--- src/rtl/psw_unit.sv ---
module psw_unit #(
  parameter int DW      = 16,
  parameter int SPW     = 16,
  parameter int SP_STEP = 2
) (
  input  logic             clk,
  input  logic             rst_n,
  input  logic             alu_upd,
  input  logic [3:0]       alu_mask,
  input  logic             alu_carry,
  input  logic             alu_ovf,
  input  logic [DW-1:0]    alu_result,
  input  logic             wr_en,
  input  logic [10:0]      wr_data,
  input  logic             retire,
  input  logic             irq_ack,
  input  logic             sp_ld,
  input  logic [SPW-1:0]   sp_ld_val,
  input  logic             sp_inc,
  input  logic             sp_dec,
  output logic [10:0]      flags,
  output logic [SPW-1:0]   sp_active,
  output logic             bank_sel,
  output logic             int_en,
  output logic             step_req,
  output logic [10:0]      saved_flags,
  output logic             saved_valid
);

  localparam int BC = 0, BD = 1, BZ = 2, BS = 3, BB = 4, BO = 5, BI = 6, BU = 7;
  localparam logic [SPW-1:0] STEP = SPW'(SP_STEP);

  logic [7:0]     live, live_nx;
  logic [SPW-1:0] usp, isp, sp_nx;
  logic           sel_isp;

  assign flags     = {3'b000, live};
  assign bank_sel  = live[BB];
  assign int_en    = live[BI];
  assign sel_isp   = live[BU];
  assign sp_active = sel_isp ? isp : usp;

  // write beats ALU update, acknowledge clears D and I last
  always_comb begin
    live_nx = live;
    if (wr_en) begin
      live_nx = wr_data[7:0];
    end else if (alu_upd) begin
      if (alu_mask[0]) live_nx[BC] = alu_carry;
      if (alu_mask[1]) live_nx[BZ] = (alu_result == '0);
      if (alu_mask[2]) live_nx[BS] = alu_result[DW-1];
      if (alu_mask[3]) live_nx[BO] = alu_ovf;
    end
    if (irq_ack) begin
      live_nx[BD] = 1'b0;
      live_nx[BI] = 1'b0;
    end
  end

  // load > increment > decrement on the active pointer
  always_comb begin
    if (sp_ld)       sp_nx = sp_ld_val;
    else if (sp_inc) sp_nx = sp_active + STEP;
    else if (sp_dec) sp_nx = sp_active - STEP;
    else             sp_nx = sp_active;
  end

  always_ff @(posedge clk or negedge rst_n) begin
    if (!rst_n) begin
      live        <= '0;
      usp         <= '0;
      isp         <= '0;
      step_req    <= 1'b0;
      saved_flags <= '0;
      saved_valid <= 1'b0;
    end else begin
      live        <= live_nx;
      step_req    <= retire & live[BD];
      saved_valid <= irq_ack;
      if (irq_ack) saved_flags <= flags;
      if (sel_isp) isp <= sp_nx;
      else         usp <= sp_nx;
    end
  end

endmodule

--- config.mk ---
export PLATFORM = sky130hd
export DESIGN_NAME = psw_unit
export DESIGN_NICKNAME = d
export VERILOG_FILES = /design/src/rtl/psw_unit.sv
export SDC_FILE = /design/constraint.sdc
export NUM_CORES = 1
export LEC_CHECK = 0
export BUFFER_PORTS_ARGS = -buffer_cell sky130_fd_sc_hd__buf_2
export CAP_MARGIN = 20
export CORE_MARGIN = 3
export CORE_UTILIZATION = 25
export CTS_CLUSTER_SIZE = 10
export DETAILED_ROUTE_END_ITERATION = 16
export HOLD_SLACK_MARGIN = 0.15
export PLACE_DENSITY_LB_ADDON = 0.12
export REMOVE_ABC_BUFFERS = 1
export SYNTH_ARGS = -nofsm -noshare
export SYNTH_HDL_FRONTEND = slang
export SYNTH_SLANG_ARGS = --single-unit
--- constraint.sdc ---
create_clock -name clk -period 3.3 [get_ports clk]
set_input_delay 0.495 -clock clk [delete_from_list [all_inputs] [get_ports clk]]
set_output_delay 0.495 -clock clk [all_outputs]
set_load 0.01 [all_outputs]
; Yosys cells after proc, flatten, opt, wreduce, memory -nomap -nowiden
; Index checks and enable logic that the tools add are counted.
[word_totals]
regBits = 50
inputBits = 58
out_inout_bits = 42
elab_cells = 43
[classes]
n_addsub = 2
mux = 18
bitwise_logic = 1
reduce_logical = 11
[op_table]
columns = operator, n
row1 = $mux 16, 4
row2 = $add 16x2->16 const B, 1
row3 = $logic_not 16->1, 1
row4 = $sub 16x2->16 const B, 1
row5 = $mux 1, 12
row6 = $reduce_bool 2->1, 6
row7 = $reduce_and 2->1, 4
row8 = $mux 2, 2
row9 = $and 1x1->1, 1

; Longest topological paths before layout
; Gate-level depths: netlist (run 1).
[depth]
word_depth = 5
depth_mapped = 13
mapped_depth_nobuf = 8

; Least setup slack after synthesis (run 1)
; OpenSTA, ideal clock, no wires.
[synth_timing]
path_type = register to register
startpoint = register live[7]
endpoint = register usp[15]
setup_time_ns = 0.132
arrival_ns = 3.042
required_time_ns = 3.168
slack_ns = 0.127
path_stages_with_launch = 14
cell_sequence = dfrtp_1 > buf_6 > buf_6 > buf_6 > clkbuf_1 > buf_2 > mux2i_1 > inv_1 > ha_1 > and4_1 > o22a_1 > a32oi_2 > nor3_1 > or3b_1
[synth_via]
elab_chain_len = 5
elab_cells_between_ends = 6
[synth_lines]
columns = item, line_no
row1 = from (decl), 33  ; logic [7:0] live, live_nx;
row2 = from (signal assigned), 77  ; live <= live_nx;
row3 = $mux 16 *, 41  ; assign sp_active = sel_isp ? isp : usp;
row4 = via sp_active[1], 22  ; output logic [SPW-1:0] sp_active,
row5 = $sub 16x2->16, 64  ; else if (sp_dec) sp_nx = sp_active - STEP;
row6 = $mux 16, 64
row7 = $mux 16 *, 63  ; else if (sp_inc) sp_nx = sp_active + STEP;
row8 = $mux 16 *, 62  ; if (sp_ld) sp_nx = sp_ld_val;
row9 = to (signal assigned), 82  ; else usp <= sp_nx;
row10 = to (decl), 34  ; logic [SPW-1:0] usp, isp, sp_nx;
; Mark *: on every way through the listed nets, which the timed path passes. The rest lies on a longest branch.
; A chain may end at the register's enable or synchronous reset.

; Final worst setup path (run 1)
[layout_timing]
startpoint = register live[7]
endpoint = register usp[15]
[layout_via]
elab_chain_len = 5
elab_cells_between_ends = 6
[layout_lines]
columns = item, line_no
row1 = $mux 16, 41
row2 = $sub 16x2->16, 64
row3 = $mux 16, 64
row4 = $mux 16, 63
row5 = $mux 16, 62
; Several ways; a longest one is shown, not always the timed one.

==> run metrics, run 1 <==
status finished clean; post-synthesis sequential area ratio 37.8%; Netlist cell types 67; leakage power 1.79 nW; 1st-iter DRT viols 149; Avg WL per Cell 17.0 µm; H-tree Lvls 2; reg2reg path depth 7; ant diodes 0; initial core utilization 25.9%; Nets 497; DRC viols 0; worst vdd ir 0.215 mV; crit share post-route 75.9%; # port buffers 90; DP Area 3880 µm²; clk buf depth 2; Total Power 2.06 mW; row count 41; final setup fails 0; Fin. Hold Viols 0; worst skew pair latency 0.30 ns; Root Driver clkbuf_16; Post-synth top flop dfrtp_1; CP Launch Type flip-flop; Post-CTS Setup Inserts 0; first-pass GRT wire length 16.7 mm; clk slew on worst S/H paths 0.08 ns; Max FO, Critical Path 8; top cell type by total area after synthesis dfrtp_1; vias per cell 5.14; Fmax 399 MHz; Reg2Reg Launch Point live[7]$_DFFE_PN0P_; clock sink count 50; synth warn 0; Power Density 510 nW/µm²; RSZ-0062 raised after global routing false; Post-DRT Antenna Nets 0; Post-CTS Hold Buffers 0; Total GRT Usage 14.6%; core area 12800 µm²; routability cong. 0.781; CTS tree yes; Die Ht 121 µm; Post-synth ARST share 100%; Placement Setup Slack 0.801 ns; RR Endpoint usp[15]$_DFFE_PN0N_; IO Count 100; R2R Setup Slk 0.79 ns; largest net degree at the start of global routing 40; FF+latch count, synth 50; CTS Buf Count 5; HP Class in -> async; min cycle time layout 2.51 ns; CP endpoint kind flip-flop; relative slew slack 55.8%; worst path arrival time 2.69 ns; EDFF count, synth 0; die width 121 µm; share of cells above drive strength 1 33.6%; cells taking the most area after synthesis dfrtp_1 (38%), mux2_2 (6.8%), nand2_1 (4.5%); worst path required time 3.48 ns; Synth Instances 355; vias 3138; die area 14700 µm²; Remaining Overflow, GRT 0; drt first pass iters 4; Setup CP Type reg -> reg; Synth top area share 37.8%; Area Overhead vs Synth 21.7%; post-route cell area 4030 µm²; antenna violations before repair 0; Avg Inst Size Synth 9.33 µm²; cts repair resizes 0; Max Cap Viol 0; detailed-route wire length 10.3 mm; post-layout util 31.6%; worst-case hold slack 0.225 ns; DPL Wire Length 7.74 mm; Layout Skew 0.00744 ns; Slew Limit Fails 0; synthesized area 3310 µm²; Final WS setup 0.794 ns; Worst-Margin Slew 0.664 ns; number of global-route vias before repair 3094; fill cell count 1363
-- critical path, cell delays in order, from the launching register on --
cell and delay, ns:
dfrtp_2 0.44, mux2_4 0.35, ha_1 0.25, and4_1 0.23
o22a_1 0.24, a32oi_2 0.42, nor3_1 0.10, or3b_1 0.35
-- per-stage QoR --
stage	TNS [ns]	cells
6_report	0	610
3_3_place_gp	0	602
5_1_grt	0	610
2_1_floorplan	-1.72	333
3_5_place_dp	0	602
4_1_cts	0	610
-- worst max path at each step --
stage | start | end | depth (start not counted)
final | live[7]$_DFFE_PN0P_ | usp[15]$_DFFE_PN0N_ | 7
after global routing | isp[1]$_DFFE_PN0P_ | usp[15]$_DFFE_PN0N_ | 8
after CTS | live[7]$_DFFE_PN0P_ | usp[15]$_DFFE_PN0N_ | 7
after detailed placement | live[7]$_DFFE_PN0P_ | usp[15]$_DFFE_PN0N_ | 7
after global placement | live[7]$_DFFE_PN0P_ | usp[15]$_DFFE_PN0N_ | 7
after floorplan | live[7]$_DFFE_PN0P_ | isp[14]$_DFFE_PN0P_ | 5
-- kinds of logic (layout without fill, tap and decap cells) --
logic type	count (synthesis)	in the layout	synth area share, %
mux	34	34	11.6
fa+ha+maj	2	2	0.755
compound gates	91	91	19.3
flops	50	50	37.8
buf+inv	37	115	6.27
other cells	1	6	0.113
xor+xnor	2	2	0.529
simple gates	138	138	23.8
-- cells in the final DEF, fill, tap and decap left out, types with 3 or more instances in the layout --
cell        n
nand3_1     7
o22ai_1     9
nor3_2      3
or3_1       3
o31ai_1     3
inv_2       3
clkbuf_16   5
nor4b_2     4
and4b_1     3
dfrtp_1    49
mux2i_1    10
conb_1      6
buf_2      90
o21ai_0    23
a22oi_1     8
and3_1      6
nand2_1    40
nand2b_1    3
o21a_1      3
and4_1      4
or3b_1      3
mux2_2     20
inv_1       6
o2111ai_1   3
nor3b_1     3
buf_4       7
nor3_1     13
a21oi_1     9
o211ai_1    6
nor4_1     12
nor2_1     22
nand4_1     4
o22a_1      4
-- per-layer routing --
layer,share of wire (%),track usage [%],routed length (µm)
met1,44,19.2,4520
met2,50,23.7,5170
met3,4.4,3.03,455
met4,1.9,4.96,193
met5,0,0,0
-- cells in the mapped netlist, drive strengths merged, types with 6 or more instances --
cell    count
nand2      40
o211ai      6
nor3       16
buf        17
nor4       13
nor2       22
and3        6
dfrtp      50
o21ai      24
clkbuf     10
nand3       7
mux2       22
mux2i      12
a22oi       9
a21oi      10
o22ai       9
inv         9
-- registers in the layout, indices dropped and copies added, names as in the netlist --
| signal | cells |
|---|---|
| live | 8 |
| isp | 16 |
| usp | 16 |
| step_req | 1 |
| saved_valid | 1 |
| saved_flags | 8 |
-- power breakdown --
group,switching [mW],total (mW),internal [mW]
clock network,0.261,0.550,0.289
registers,0.150,0.867,0.717
logic,0.354,0.639,0.285
-- final cells by class --
class	instances	area, µm²	area share [%]
multi-input cells	273	1870	46.4
flip-flops and latches	50	1250	31.1
clock buffers	5	125	3.10
repair buffers	97	503	12.5
well taps	172	215	5.34
clock inverters	3	26.3	0.652
inverters	10	37.5	0.931
Power figures use the tool's default switching activity.
==> run 2, diff against run 1 <==
==> constraint.sdc (replaced) <==
create_clock -name clk -period 2.35 [get_ports clk]
set_input_delay 0.3525 -clock clk [delete_from_list [all_inputs] [get_ports clk]]
set_output_delay 0.3525 -clock clk [all_outputs]
set_load 0.01 [all_outputs]
==> run metrics, run 2 (synthesis gave the netlist of run 1 again) <==
status finished clean; crit share post-route 95.9% (+20 points); setup_tns 0 ns (unchanged); Power Density 707 nW/µm² (+39%); Largest regs isp x16, usp x16; most common cell after layout, fill and taps aside buf_2; CTS tree yes; number of global-route vias before repair 3165 (+2.3%); Placed Cells 619 (+2.8%); DPL Wire Length 8.00 mm (+3.4%); WL met1 4.96 mm (+9.6%); largest stage delay on the critical path 0.62 ns (+0.18 ns); IO Count 100 (unchanged); antenna violations before repair 0 (unchanged); core area 12800 µm² (unchanged); Critical Path Sink usp[8]$_DFFE_PN0N_; DP Area 4020 µm² (+3.6%); H-tree Lvls 2 (unchanged); CP Depth 5 (-2); post-route cell area 4230 µm² (+4.8%); worst-case hold slack 0.245 ns (+0.0201 ns); vias per cell 5.00 (-2.8%); crit path max-delay cell type o32ai_1; DRC viols 0 (unchanged); CP endpoint kind flip-flop; Root Driver clkbuf_16; final setup fails 0 (unchanged); worst path buffer plus inverter count 0 (unchanged); HP Start wr_data[2]; # port buffers 90 (unchanged); fin cells 629 (+3.1%); reg2reg path depth 5 (-2); Final WS setup 0.0960 ns (-0.698 ns); clk slew on worst S/H paths 0.08 ns (about the same); Fin. Hold Viols 0 (unchanged); routed wl met3 353 µm (-22%); die width 121 µm (unchanged); post-layout util 33.1% (+1.5 points); Reg2Reg Launch Point isp[5]$_DFFE_PN0P_; Total Power 2.99 mW (+45%); Remaining Overflow, GRT 0 (unchanged); drt first pass iters 4 (unchanged); met2 WL 5.04 mm (-2.4%); R2R Setup Slk 0.1 ns (-0.70 ns); Critical Path, Cell by Cell nor4b_2 > a32oi_1 > o32ai_1 > and3_1 > nor3_1; RR Endpoint usp[8]$_DFFE_PN0N_; relative slew slack 59.4% (+3.7 points); worst vdd ir 0.296 mV (+38%); CP Launch Type flip-flop; 1st-iter DRT viols 187 (+26%); initial core utilization 25.9% (unchanged); Avg WL per Cell 16.8 µm (-1.2%); ant diodes 0 (unchanged); Max FO, Critical Path 5 (-3); worst skew pair latency 0.31 ns (about the same); routability cong. 0.755 (-3.3%); commonest non-fill, non-tap cells in the layout buf_2 (90), dfrtp_1 (49), nand2_1 (40); Total GRT Usage 14.9% (+0.30 points); leakage power 1.89 nW (+5.5%); Slew Limit Fails 0 (unchanged); crit path launch isp[5]$_DFFE_PN0P_; share of cells above drive strength 1 37.0% (+3.4 points); Placement Setup Slack 0.0726 ns (-0.728 ns); Crit path max-delay family compound AO/OA/AOI/OAI gates; min cycle time layout 2.25 ns (-0.252 ns); fill cell count 1343 (-1.5%); first-pass GRT wire length 17.1 mm (+2.4%); Max Cap Viol 0 (unchanged); Worst-Margin Slew 0.606 ns (-0.0570 ns); HP Class in -> reg; Post-DRT Antenna Nets 0 (unchanged); vias 3144 (+0.19%); Max Used Layer met4; die area 14700 µm² (unchanged); detailed-route wire length 10.5 mm (+1.9%); worst path required time 2.54 ns (-0.94 ns); worst path arrival time 2.45 ns (-0.24 ns); clock sink count 50 (unchanged); clk buf depth 2 (unchanged); Nets 516 (+3.8%); Layout Skew 0.00512 ns (-0.00231 ns); Fmax 444 MHz (+11%); row count 41 (unchanged); RSZ-0062 raised after global routing true; Setup CP Type reg -> reg; Area Overhead vs Synth 27.6%; largest net degree at the start of global routing 31 (-23%); Die Ht 121 µm (unchanged); CTS Buf Count 5 (unchanged)
-- run 2: cell types whose count changed in the layout (fill, tap and decap cells not counted), sizes merged --
cell         change
dlygate4sd3      +1
buf             +18
-- run 2: layout make-up --
| class | instances | area [µm²] | area share (%) |
|---|---|---|---|
| clock buffers | 5 | 125 | 2.96 |
| clock inverters | 3 | 28.8 | 0.681 |
| inverters | 10 | 37.5 | 0.888 |
| multi-input cells | 273 | 1900 | 45.0 |
| flip-flops and latches | 50 | 1250 | 29.6 |
| well taps | 172 | 215 | 5.09 |
| repair buffers | 116 | 664 | 15.7 |
-- run 2: repair_timing --
item | 4_1_cts | 5_1_grt
setup endpoints to repair | 0 | 7
hold buffers | 1 | 0
buffers inserted | 0 | 1
hold endpoints to repair | 20 | 0
gates resized for setup | 0 | 6
-- run 2: worst min-delay path by stage --
stage | to | cells after the start
floorplan | isp[0]$_DFFE_PN0P_ | 0
global placement | isp[1]$_DFFE_PN0P_ | 1
detailed placement | isp[1]$_DFFE_PN0P_ | 1
CTS | live[2]$_DFFE_PN0P_ | 3
global route | live[2]$_DFFE_PN0P_ | 3
finish | live[2]$_DFFE_PN0P_ | 3
-- run 2: per-layer routing --
layer,vias up,GRT usage [%]
met4,0,4.60
li1,1536,-
met1,1539,20.0
met5,-,0
met3,11,2.42
met2,58,24.4
-- run 2: report_power, final --
group / total, mW / switching (mW) / internal (mW)
Sequential: 1.21 / 0.207 / 1.01
Combinational: 0.968 / 0.520 / 0.448
Clock: 0.806 / 0.396 / 0.410
-- run 2: worst min-delay path, cell delays in order --
cell and delay, ns:
buf_2 0.07, nand2_1 0.03, o21ai_0 0.05
